--- src/rtl/cslot_pkg.sv ---
package cslot_pkg;

  typedef enum logic [2:0] {
    SQ_IDLE   = 3'd0,
    SQ_PWR    = 3'd1,
    SQ_IOREL  = 3'd2,
    SQ_CLKON  = 3'd3,
    SQ_LIVE   = 3'd4,
    SQ_RSTLO  = 3'd5,
    SQ_CLKOFF = 3'd6,
    SQ_IOLO   = 3'd7
  } seq_st_t;

  localparam logic [1:0] VC_OFF = 2'b00;
  localparam logic [1:0] VC_1V8 = 2'b01;
  localparam logic [1:0] VC_3V  = 2'b10;
  localparam logic [1:0] VC_5V  = 2'b11;

  // Supply code: the 1.8 V select wins over the 5 V / 3 V select.
  function automatic logic [1:0] pick_vcode(input logic hi5, input logic v18);
    if (v18) return VC_1V8;
    if (hi5) return VC_5V;
    return VC_3V;
  endfunction

  function automatic logic stop_code(input logic req_n, input logic hi5, input logic v18);
    return req_n & hi5 & v18;
  endfunction

  // Counter width able to hold values 0 .. n-1 (at least one bit).
  function automatic int unsigned cw(input int unsigned n);
    return (n < 2) ? 1 : $clog2(n);
  endfunction

endpackage

--- src/rtl/cslot_holdoff.sv ---
module cslot_holdoff
  import cslot_pkg::*;
#(
  parameter int unsigned HOLD_CYC = 220
) (
  input  logic clk,
  input  logic rst_n,
  input  logic supply_ok,
  output logic ready
);
  localparam int unsigned   HW   = cw(HOLD_CYC + 1);
  localparam logic [HW-1:0] LAST = HW'(HOLD_CYC);

  logic [HW-1:0] cnt;

  // Restart on every supply dip; saturate once the hold-off has elapsed.
  always_ff @(posedge clk or negedge rst_n) begin
    if (!rst_n)          cnt <= '0;
    else if (!supply_ok) cnt <= '0;
    else if (cnt != LAST) cnt <= cnt + HW'(1);
  end

  assign ready = supply_ok && (cnt == LAST);

endmodule

--- src/rtl/cslot_presence.sv ---
module cslot_presence
  import cslot_pkg::*;
#(
  parameter int unsigned DEB_CYC = 8000
) (
  input  logic clk,
  input  logic rst_n,
  input  logic pres_hi,
  input  logic pres_lo_n,
  output logic raw_present,
  output logic present_db
);
  localparam int unsigned   DW   = cw(DEB_CYC);
  localparam logic [DW-1:0] LAST = DW'(DEB_CYC - 1);

  logic [DW-1:0] cnt;

  assign raw_present = pres_hi | ~pres_lo_n;

  // The filtered level moves only after the raw level has differed from it
  // for DEB_CYC consecutive cycles; any return to agreement restarts the count.
  always_ff @(posedge clk or negedge rst_n) begin
    if (!rst_n) begin
      cnt        <= '0;
      present_db <= 1'b0;
    end else if (raw_present == present_db) begin
      cnt <= '0;
    end else if (cnt == LAST) begin
      cnt        <= '0;
      present_db <= raw_present;
    end else begin
      cnt <= cnt + DW'(1);
    end
  end

endmodule

--- src/rtl/cslot_seq.sv ---
module cslot_seq
  import cslot_pkg::*;
#(
  parameter int unsigned STEP_CYC = 27
) (
  input  logic       clk,
  input  logic       rst_n,
  input  logic       ready,
  input  logic       raw_present,
  input  logic       present_db,
  input  logic       sess_req_n,
  input  logic       sel_5v,
  input  logic       sel_1v8,
  input  logic       fault,
  input  logic       host_rst_d,
  output logic       vcc_en,
  output logic [1:0] vcc_sel,
  output logic       io_en,
  output logic       clk_en,
  output logic       card_rst,
  output logic       stop_mode,
  output logic       alarm,
  output logic       sess_on,
  output logic       live
);
  localparam int unsigned   SW   = cw(STEP_CYC);
  localparam logic [SW-1:0] LAST = SW'(STEP_CYC - 1);

  seq_st_t       st, nxt;
  logic [SW-1:0] step_cnt;
  logic          step_done;
  logic          armed;
  logic          start;
  logic          forced;
  logic          abort;
  logic [1:0]    vsel_q;

  assign step_done = (step_cnt == LAST);
  assign sess_on   = (st == SQ_PWR) || (st == SQ_IOREL) || (st == SQ_CLKON) || (st == SQ_LIVE);
  assign live      = (st == SQ_LIVE);
  assign forced    = fault || !raw_present;
  assign abort     = sess_req_n || !ready || forced;
  assign start     = (st == SQ_IDLE) && armed && ready && present_db && raw_present &&
                     !sess_req_n && !fault;

  always_comb begin
    nxt = st;
    case (st)
      SQ_IDLE:   if (start) nxt = SQ_PWR;
      SQ_PWR:    if (abort) nxt = SQ_RSTLO; else if (step_done) nxt = SQ_IOREL;
      SQ_IOREL:  if (abort) nxt = SQ_RSTLO; else if (step_done) nxt = SQ_CLKON;
      SQ_CLKON:  if (abort) nxt = SQ_RSTLO; else if (step_done) nxt = SQ_LIVE;
      SQ_LIVE:   if (abort) nxt = SQ_RSTLO;
      SQ_RSTLO:  if (step_done) nxt = SQ_CLKOFF;
      SQ_CLKOFF: if (step_done) nxt = SQ_IOLO;
      SQ_IOLO:   if (step_done) nxt = SQ_IDLE;
      default:   nxt = SQ_IDLE;
    endcase
  end

  always_ff @(posedge clk or negedge rst_n) begin
    if (!rst_n) begin
      st       <= SQ_IDLE;
      step_cnt <= '0;
    end else begin
      st <= nxt;
      if (st != nxt)       step_cnt <= '0;
      else if (!step_done) step_cnt <= step_cnt + SW'(1);
    end
  end

  // Contact enables: each is set on entry to its activation step and
  // cleared on entry to its deactivation step, so an abort part-way
  // through activation never turns anything on.
  always_ff @(posedge clk or negedge rst_n) begin
    if (!rst_n) begin
      vcc_en <= 1'b0;
      io_en  <= 1'b0;
      clk_en <= 1'b0;
    end else begin
      vcc_en <= (nxt != SQ_IDLE);
      if (nxt == SQ_IOREL)
        io_en <= 1'b1;
      else if ((nxt == SQ_IOLO) || (nxt == SQ_IDLE))
        io_en <= 1'b0;
      if (nxt == SQ_CLKON)
        clk_en <= 1'b1;
      else if ((nxt == SQ_CLKOFF) || (nxt == SQ_IOLO) || (nxt == SQ_IDLE))
        clk_en <= 1'b0;
    end
  end

  // Re-arm only after the request has been released while idle.
  always_ff @(posedge clk or negedge rst_n) begin
    if (!rst_n)                             armed <= 1'b0;
    else if (start)                         armed <= 1'b0;
    else if ((st == SQ_IDLE) && sess_req_n) armed <= 1'b1;
  end

  always_ff @(posedge clk or negedge rst_n) begin
    if (!rst_n)                             alarm <= 1'b0;
    else if (sess_on && forced)             alarm <= 1'b1;
    else if ((st == SQ_IDLE) && sess_req_n) alarm <= 1'b0;
  end

  always_ff @(posedge clk or negedge rst_n) begin
    if (!rst_n)     vsel_q <= VC_OFF;
    else if (start) vsel_q <= pick_vcode(sel_5v, sel_1v8);
  end

  assign vcc_sel   = vcc_en ? vsel_q : VC_OFF;
  assign card_rst  = live && host_rst_d;
  assign stop_mode = (st == SQ_IDLE) && stop_code(sess_req_n, sel_5v, sel_1v8);

endmodule

--- src/rtl/card_slot_sequencer.sv ---
module card_slot_sequencer
  import cslot_pkg::*;
#(
  parameter int unsigned HOLD_CYC = 220,
  parameter int unsigned DEB_CYC  = 8000,
  parameter int unsigned STEP_CYC = 27,
  parameter int unsigned RST_DLY  = 1
) (
  input  logic       clk,
  input  logic       rst_n,
  input  logic       supply_ok,
  input  logic       pres_hi,
  input  logic       pres_lo_n,
  input  logic       sess_req_n,
  input  logic       sel_5v,
  input  logic       sel_1v8,
  input  logic       host_rst,
  input  logic       fault,
  output logic       irq_n,
  output logic       vcc_en,
  output logic [1:0] vcc_sel,
  output logic       io_en,
  output logic       clk_en,
  output logic       card_rst,
  output logic       stop_mode
);
  // Named internal events, visible to the bound checker.
  logic ready;
  logic raw_present;
  logic present_db;
  logic alarm;
  logic sess_on;
  logic live;
  logic host_rst_d;

  cslot_holdoff #(.HOLD_CYC(HOLD_CYC)) u_holdoff (
    .clk       (clk),
    .rst_n     (rst_n),
    .supply_ok (supply_ok),
    .ready     (ready)
  );

  cslot_presence #(.DEB_CYC(DEB_CYC)) u_presence (
    .clk         (clk),
    .rst_n       (rst_n),
    .pres_hi     (pres_hi),
    .pres_lo_n   (pres_lo_n),
    .raw_present (raw_present),
    .present_db  (present_db)
  );

  generate
    if (RST_DLY == 0) begin : g_rst_direct
      assign host_rst_d = host_rst;
    end else begin : g_rst_pipe
      logic [RST_DLY-1:0] pipe;
      always_ff @(posedge clk or negedge rst_n) begin
        if (!rst_n) begin
          pipe <= '0;
        end else begin
          pipe[0] <= host_rst;
          for (int i = 1; i < RST_DLY; i++) pipe[i] <= pipe[i-1];
        end
      end
      assign host_rst_d = pipe[RST_DLY-1];
    end
  endgenerate

  cslot_seq #(.STEP_CYC(STEP_CYC)) u_seq (
    .clk         (clk),
    .rst_n       (rst_n),
    .ready       (ready),
    .raw_present (raw_present),
    .present_db  (present_db),
    .sess_req_n  (sess_req_n),
    .sel_5v      (sel_5v),
    .sel_1v8     (sel_1v8),
    .fault       (fault),
    .host_rst_d  (host_rst_d),
    .vcc_en      (vcc_en),
    .vcc_sel     (vcc_sel),
    .io_en       (io_en),
    .clk_en      (clk_en),
    .card_rst    (card_rst),
    .stop_mode   (stop_mode),
    .alarm       (alarm),
    .sess_on     (sess_on),
    .live        (live)
  );

  assign irq_n = present_db && !alarm;

endmodule

--- config.mk ---
export PLATFORM = sky130hd
export DESIGN_NAME = card_slot_sequencer
export DESIGN_NICKNAME = d
export VERILOG_FILES = /design/src/rtl/cslot_pkg.sv /design/src/rtl/cslot_holdoff.sv /design/src/rtl/cslot_presence.sv /design/src/rtl/cslot_seq.sv /design/src/rtl/card_slot_sequencer.sv
export SDC_FILE = /design/constraint.sdc
export NUM_CORES = 1
export LEC_CHECK = 0
export CAP_MARGIN = 20
export CORE_MARGIN = 3
export CORE_UTILIZATION = 55
export CTS_CLUSTER_DIAMETER = 100
export DETAILED_ROUTE_END_ITERATION = 10
export DONT_BUFFER_PORTS = 1
export GPL_ROUTABILITY_DRIVEN = 0
export PLACE_DENSITY_LB_ADDON = 0.2
export SKIP_LAST_GASP = 1
export SLEW_MARGIN = 10
export SYNTH_ARGS = -nofsm -noshare
export SYNTH_HDL_FRONTEND = slang
export SYNTH_SLANG_ARGS = --single-unit
--- constraint.sdc ---
create_clock -name clk -period 2.55 [get_ports clk]
set_input_delay 0.51 -clock clk [delete_from_list [all_inputs] [get_ports clk]]
set_output_delay 0.51 -clock clk [all_outputs]
set_load 0.05 [all_outputs]
======== Word-level counts from Yosys, hierarchy flattened ========
Index checks and enable logic that the tools add are counted.
storage, ports and cells
  flip-flop bits (word level) ............. 38
  bits of input ports ..................... 10
  word-level logic and storage cells ...... 109
operators by class
  add/sub/neg operators ................... 3
  equality and inequality tests ........... 19
  mux-type cells .......................... 36
  bitwise gates (word level) .............. 5
  reduce and logical (&&, ||, !) cells .... 34
operators by type and width
  operator               number
  $mux 3                 11
  $mux 13                2
  $pmux 3 s8             1
  $eq 3x3->1 const B     6
  $mux 8                 2
  $add 13x1->13 const B  1
  $eq 13x13->1 const B   1
  $mux 1                 13
  $eq 3x2->1 const B     4
  $logic_and 1x1->1      12
  $mux 2                 5
  $mux 5                 2
  $logic_or 1x1->1       9
  $add 8x1->8 const B    1
  $eq 8x8->1 const B     1
  $ne 8x8->1 const B     1
  $reduce_bool 2->1      4
  $logic_not 3->1        2
  $add 5x1->5 const B    1
  $eq 5x5->1 const B     1
  $logic_not 1->1        5
  $eq 3x1->1 const B     1
  $ne 3x3->1             1
  $reduce_bool 3->1      1
  7 further kinds        9

======== Logic depth before layout (Yosys ltp) ========
Gate-level depths: netlist of the first run.
  depth in word-level cells ............... 14
  mapped depth ............................ 8
  depth with buffers taken out ............ 7

======== Modules after synthesis ========
Synthesis of the first run repeated with hierarchy kept, for this count alone.
second synthesis, totals
  cells, all modules ...................... 220
  area, all modules ....................... 2,167.1 sq um
modules (own cells, without submodules)
  module               instances  cells each  area an instance (sq um)  sequential area each (sq um)
  cslot_seq            1          105         950.9                     375.4
  cslot_presence       1          66          732.0                     350.3
  cslot_holdoff        1          47          445.4                     200.2
  card_slot_sequencer  1          2           38.8                      25.0

======== Worst setup path after synthesis of the first run ========
OpenSTA, ideal clock, no wires.
  kind .................................... register to output
  start ................................... reg u_seq.st[2]
  end ..................................... out stop_mode
  arrival ................................. 1.357 ns
  required time ........................... 2.040 ns
  path slack .............................. 0.683 ns
  stages on the path, launching flop included .. 4
  buffers on the path ..................... 1
  cells stage by stage .................... dfrtp_1 clkbuf_1 nor3_1 and4_1
between the ends
  longest elaborated chain between the ends .. 2
ends and longest elaborated chain
  element                 line                       text
  start, declared         cslot_seq.sv:29            seq_st_t st, nxt;
  start signal, assigned  cslot_seq.sv:66            st <= nxt;
  $logic_not 3->1         cslot_seq.sv:113           assign stop_mode = (st == SQ_IDLE) && stop_code(sess_req_n, sel_5v, sel_1v8);
  $logic_and 1x1->1       cslot_seq.sv:113
  end, declared           card_slot_sequencer.sv:25  output logic stop_mode
No other way between the ends.

======== Final worst setup path of the first run ========
Ends and elaborated chain as after synthesis.

==> flow_metrics.tcl, run 1 <==
set metrics [dict create \
    antennaDiodeCount 0 \
    cts_root_buf "clkbuf_4" \
    first_global_vias 1351 \
    io_buffers 0 \
    worst_slew_pin_slew_ns 0.499 \
    rows 20 \
    layout_min_cycle_time_ns 2.31 \
    use_met1_pct 23.2 \
    layout-drive-gt1-share_pct 7.21 \
    final_net_count 222 \
    overflow 0 \
    track_usage_pct 18.2 \
    max-cap-violations 0 \
    routedWlPerCell_um 13.6 \
    syn_area_per_cell_um2 9.48 \
    clock_path_buffers 2 \
    hp-class "in2reg" \
    grt_first_pass_wirelength_um 5950 \
    setup_viol 0 \
    cpPeakStageDelay_ns 0.56 \
    switching_power_mw 0.232 \
    vias 1413 \
    fillers 286 \
    pwr-share-comb_pct 5.3 \
    peakVddDrop_mv 0.243 \
    cp_max_fo 10 \
    p_per_area_mw_per_mm2 488 \
    vias_per_cell 5.61 \
    totalWireLength_um 3430 \
    syn-num-nets 219 \
    switching_share_pct 23.3 \
    cp-start-kind "flip-flop" \
    clkSinkCount 38 \
    grt_max_degree 39 \
    cts_setup_buffers 0 \
    p_total_mw 0.997 \
    drc_errors 0 \
    postRouteAntennaNets 0 \
    busiest_layer "met2" \
    dp_slack_ns 0.627 \
    clock_latency_ns 0.34 \
    place_hpwl_um 2500 \
    core_mm2 0.00320 \
    slew-limit-headroom_pct 66.9 \
    critical_path_class "reg2out" \
    slowest_stage "and4_1" \
    max_freq_mhz 434 \
    setup.worst_path.end_class "primary output" \
    die_w_um 65.3 \
    h-tree-depth 2 \
    ys_warn_count 0 \
    cellInternalPower_mw 0.765 \
    worstPathCellList "nor3_1, and4_1" \
    status "completed" \
    slew_viol_final 0 \
    cts_tree "built" \
    pwr-share-clk_pct 32.2 \
    final.setup.tns_ns 0 \
    synth_cell_types 34 \
    setup_ws_ns 0.243 \
    seqPwrFrac_pct 62.5 \
    met2_usage_pct 29.5 \
    synth_area_mm2 0.00193 \
    use_met3_pct 3.76 \
    finalCritPeriodShare_pct 90.5 \
    ys_ff_latch 38 \
    cp_data_required_time_ns 2.04 \
    antenna_found_initial 0 \
    ios 18 \
    rsz0062_at_grt "false" \
    drtPass1Iterations 5 \
    synthCells 204 \
    drt_iter0_drc 109 \
    leakage_nw 0.894 \
    die_h_um 65.3 \
    final.setup_skew_ns 0.00450 \
    crit_arrival_ns 1.80 \
    synth-seq-area-share_pct 49.2 \
    syn2layout_area_growth_pct 5.76 \
    cts_buffers 5 \
    fin_util_pct 63.8 \
    start_util_pct 60.4 \
    clk_pin_slew_ns 0.10 \
    die_area_mm2 0.00426 \
    finalHoldViolations 0 \
]
==> flip-flops by register name (all words and copies together) (netlist names) <==
name / count
u_seq.vcc_en: 1
g_rst_pipe.pipe: 1
u_seq.vsel_q: 2
u_seq.st: 3
u_seq.clk_en: 1
u_seq.armed: 1
u_seq.step_cnt: 5
u_presence.cnt: 13
u_seq.io_en: 1
u_seq.alarm: 1
u_holdoff.cnt: 8
u_presence.present_db: 1
==> metal layers <==
metal  up-vias  share of wire (%)
met4         0                1.4
met2        45                 48
met1       662                 45
li1        700                  -
met5         -                  0
met3         6                5.9
==> worst max-delay path, delay by kind of cell (launching register included) <==
family | cells | cell delay (ns)
flops | 1 | 0.49
simple gates | 2 | 0.96
==> kinds of logic (layout without fill, tap and decap cells) <==
kind of cell	after synthesis	after routing	synth area share, %
AND/OR/NAND/NOR	94	94	24.9
flip-flops	38	38	49.2
AO/OA/AOI/OAI	31	31	9.38
XOR/XNOR	18	18	8.16
buffers and inverters	16	20	3.88
adder cells (fa/ha/maj)	5	5	3.24
multiplexers	2	2	1.29
==> power by group through the flow <==
stage | registers (mW) | logic [mW] | clock network, mW
3_5_place_dp | 0.635 | 0.0368 | 0
3_3_place_gp | 0.634 | 0.0358 | 0
6_report | 0.623 | 0.0524 | 0.321
5_1_grt | 0.625 | 0.0610 | 0.359
2_1_floorplan | 0.632 | 0.0326 | 0
4_1_cts | 0.623 | 0.0538 | 0.333
==> metrics by stage <==
step                instances  hold WS (ns)  instance area [um2]
floorplan                 204         0.214                 1930
global placement          242         0.215                 1950
detailed placement        242         0.215                 1950
CTS                       252         0.176                 2040
global route              252         0.163                 2040
finish                    252         0.182                 2040
==> worst paths after layout <==
path / start / endpoint / slack, ns / cells past startpoint
worst max-delay path: u_seq.st[2] / stop_mode / 0.24 / 2
worst min-delay path: host_rst / g_rst_pipe.pipe / 0.18 / 0
worst max register to register: u_holdoff.cnt[0] / u_seq.clk_en / 0.66 / 7
worst min register to register: u_seq.vsel_q[1] / u_seq.vsel_q[1] / 0.51 / 2
max in group asynchronous: rst_n / u_holdoff.cnt[4] / 1.76 / 2
min in group asynchronous: rst_n / u_presence.cnt[4] / 0.60 / 2
==> layout make-up <==
cell class,count,area [um2],area share [%]
clock buffers,7,55.1,2.69
clock inverters,1,5.00,0.245
inverters,9,33.8,1.65
multi-input cells,150,907,44.4
flip-flops and latches,38,951,46.5
well taps,44,55.1,2.69
repair buffers,3,37.5,1.84
==> timing repair <==
| item | 4_1_cts | 5_1_grt |
|---|---|---|
| hold buffers | 2 | 0 |
| hold endpoints to repair | 38 | 0 |
| gates resized for setup | 0 | 0 |
==> cell usage after synthesis (all sizes together) <==
cell     n  area, um2
and4     3       26.3
nand2   16       62.6
nor2    28        105
or2      1       6.26
nand3   13       70.1
clkbuf   5       18.8
nor2b    2       12.5
o221ai   2       23.8
mux2     1       15.0
nor4     1       6.26
inv      9       33.8
o211ai   2       15.0
and3     4       26.3
and2     8       50.1
and4b    2       20.0
a21oi   12       60.1
nand4    3       18.8
nor3     8       40.0
dfrtp   38        951
xnor2    8       70.1
a31oi    4       25.0
xor2    10       87.6
o21a     1       7.51
ha       5       62.6
or3      2       17.5
nand2b   3       18.8
mux2i    1       10.0
buf      2       22.5
o21ai   10       50.1
==> cell usage in the layout, fill, tap and decap left out, types with 4 or more instances in the layout <==
master,n
inv_1,9
o21ai_0,10
nand2_1,15
and2_1,8
clkbuf_4,5
a21oi_1,12
dfrtp_1,38
nor2_1,28
nand3_1,12
xnor2_1,8
nor3_1,8
a31oi_1,4
xor2_1,10
ha_1,5
Power figures use the tool's default switching activity.
==> run 2, diff against run 1 <==
--- a/config.mk
+++ b/config.mk
@@ -13,8 +13,9 @@
 export DONT_BUFFER_PORTS = 1
 export GPL_ROUTABILITY_DRIVEN = 0
 export PLACE_DENSITY_LB_ADDON = 0.2
+export RECOVER_POWER = 25
 export SKIP_LAST_GASP = 1
-export SLEW_MARGIN = 10
+export SLEW_MARGIN = 20
 export SYNTH_ARGS = -nofsm -noshare
 export SYNTH_HDL_FRONTEND = slang
 export SYNTH_SLANG_ARGS = --single-unit
==> run 2 against run 1 <==
Effect of this change:
- the run now ends with capacitance limit, slew limit left
- maximum frequency decreased by 0.12%
- sequential share of layout area increased by 0.17 points
- combinational power decreased by 4.6%
- sequential power about the same
- die area unchanged
- first-iteration DRC count increased by 0.92%
- final cell count unchanged
- register-to-register slack about the same
- final area decreased by 0.37%
- utilization decreased by 0.23 points
- via count decreased by 0.99%
==> flow_metrics.tcl, run 2 (synthesis gave the netlist of run 1 again) <==
set metrics [dict create \
    slew-limit-headroom_pct -6.78 \
    cp_max_fo 10 \
    cts_buffers 5 \
    r2r_cells 7 \
    rows 20 \
    vias_per_cell 5.55 \
    holdWs_ns 0.182 \
    grt_first_pass_wirelength_um 5950 \
    final_net_count 222 \
    ios 18 \
    core_mm2 0.00320 \
    vias 1399 \
    die_h_um 65.3 \
    holdPathStages 0 \
    final_area_mm2 0.00204 \
    layout-drive-gt1-share_pct 6.73 \
    critical_path_class "reg2out" \
    busiest_layer "met2" \
    status "finished, violations left" \
    die_w_um 65.3 \
    rsz0062_at_grt "false" \
    largestRegisters "u_presence.cnt x13, u_holdoff.cnt x8, u_seq.step_cnt x5" \
    max-cap-violations 1 \
    rrSetupSlack_ns 0.67 \
    finalCritPeriodShare_pct 90.6 \
    hp-class "in2reg" \
    clkSinkCount 38 \
    routedWlPerCell_um 13.6 \
    clock_latency_ns 0.34 \
    start_util_pct 60.4 \
    hp-start "host_rst" \
    cp_data_required_time_ns 2.04 \
    crit_arrival_ns 1.80 \
    met2_usage_pct 29.5 \
    slew_viol_final 39 \
    track_usage_pct 18.2 \
    p_total_mw 0.994 \
    cts_tree "built" \
    dpl-instance-area_mm2 0.00195 \
    place_hpwl_um 2500 \
    use_met1_pct 23.2 \
    antennaDiodeCount 0 \
    leakage_nw 0.898 \
    final.setup.tns_ns 0 \
    first_global_vias 1351 \
    max_freq_mhz 433 \
    antenna_found_initial 0 \
    drtPass1Iterations 4 \
    die_area_mm2 0.00426 \
    io_buffers 0 \
    overflow 0 \
    postRouteAntennaNets 0 \
    final.setup_skew_ns 0.00424 \
    use_met3_pct 3.76 \
    drc_errors 0 \
    grt_max_degree 39 \
    fin_util_pct 63.6 \
    p_per_area_mw_per_mm2 488 \
    layout_min_cycle_time_ns 2.31 \
    setup.worst_path.end_class "primary output" \
    h-tree-depth 2 \
    finalHoldViolations 0 \
    setup_viol 0 \
    peakVddDrop_mv 0.242 \
    rr_endpoint "u_seq.clk_en" \
    layout_common_cells "dfrtp_1 (38), nor2_1 (28), nand2_1 (15)" \
    syn2layout_area_growth_pct 5.37 \
    drt_iter0_drc 110 \
    cts_root_buf "clkbuf_4" \
    violations "capacitance limit, slew limit" \
    totalWireLength_um 3420 \
    worst_slew_pin_slew_ns 1.60 \
    cts_setup_buffers 0 \
    cp-start-kind "flip-flop" \
    final_common_cell "dfrtp_1" \
    largest_reg_flops 13 \
    min_to "g_rst_pipe.pipe" \
    largest-register "u_presence.cnt" \
    clock_path_buffers 2 \
    clk_pin_slew_ns 0.10 \
    r2r-start "u_holdoff.cnt[0]" \
]
run 2: area by class of cell:
| type | count | area (um2) |
|---|---|---|
| Inverter | 9 | 33.8 |
| Fill cell | 288 | 1170 |
| Tap cell | 44 | 55.1 |
| Clock buffer | 7 | 55.1 |
| Multi-Input combinational cell | 150 | 907 |
| Timing Repair Buffer | 3 | 30.0 |
| Sequential cell | 38 | 951 |
| Clock inverter | 1 | 5.00 |
run 2: per-stage QoR:
| step | setup WS [ns] | std cells |
|---|---|---|
| floorplan | 0.683 | 204 |
| global placement | 0.641 | 242 |
| detailed placement | 0.627 | 242 |
| CTS | 0.232 | 252 |
| global route | 0.103 | 252 |
| finish | 0.241 | 252 |
run 2: what timing repair did:
action                                  in CTS  in global routing
endpoints found under the hold margin       38                  0
endpoints found under the setup margin       0                  0
resized for setup                            0                  0
hold buffers                                 2                  0
run 2: worst max-delay path, stage by stage (launching register included):
cell	delay (ns)
dfrtp_1	0.49
nor3_1	0.40
and4_1	0.56
run 2: routing by layer:
metal | routed length [um] | vias to the layer above
li1 | - | 701
met4 | 48 | 0
met1 | 1560 | 655
met5 | 0 | -
met3 | 170 | 6
met2 | 1640 | 37
run 2: worst max-delay path by stage:
stage | cells after the start | slack [ns] | startpoint | end
after detailed placement | 2 | 0.63 | u_seq.st[2] | stop_mode
after CTS | 2 | 0.23 | u_seq.st[2] | stop_mode
final | 2 | 0.24 | u_seq.st[2] | stop_mode
after global routing | 2 | 0.10 | u_seq.st[1] | stop_mode
after floorplan | 3 | 0.68 | u_seq.st[2] | stop_mode
after global placement | 2 | 0.64 | u_seq.st[2] | stop_mode
run 2: report_power, final:
| group | leakage [nW] | switching [mW] | internal [mW] |
|---|---|---|---|
| Combinational | 0.375 | 0.0335 | 0.0165 |
| Sequential | 0.487 | 0.0101 | 0.613 |
| Clock | 0.0353 | 0.188 | 0.134 |
| Total | 0.898 | 0.231 | 0.763 |
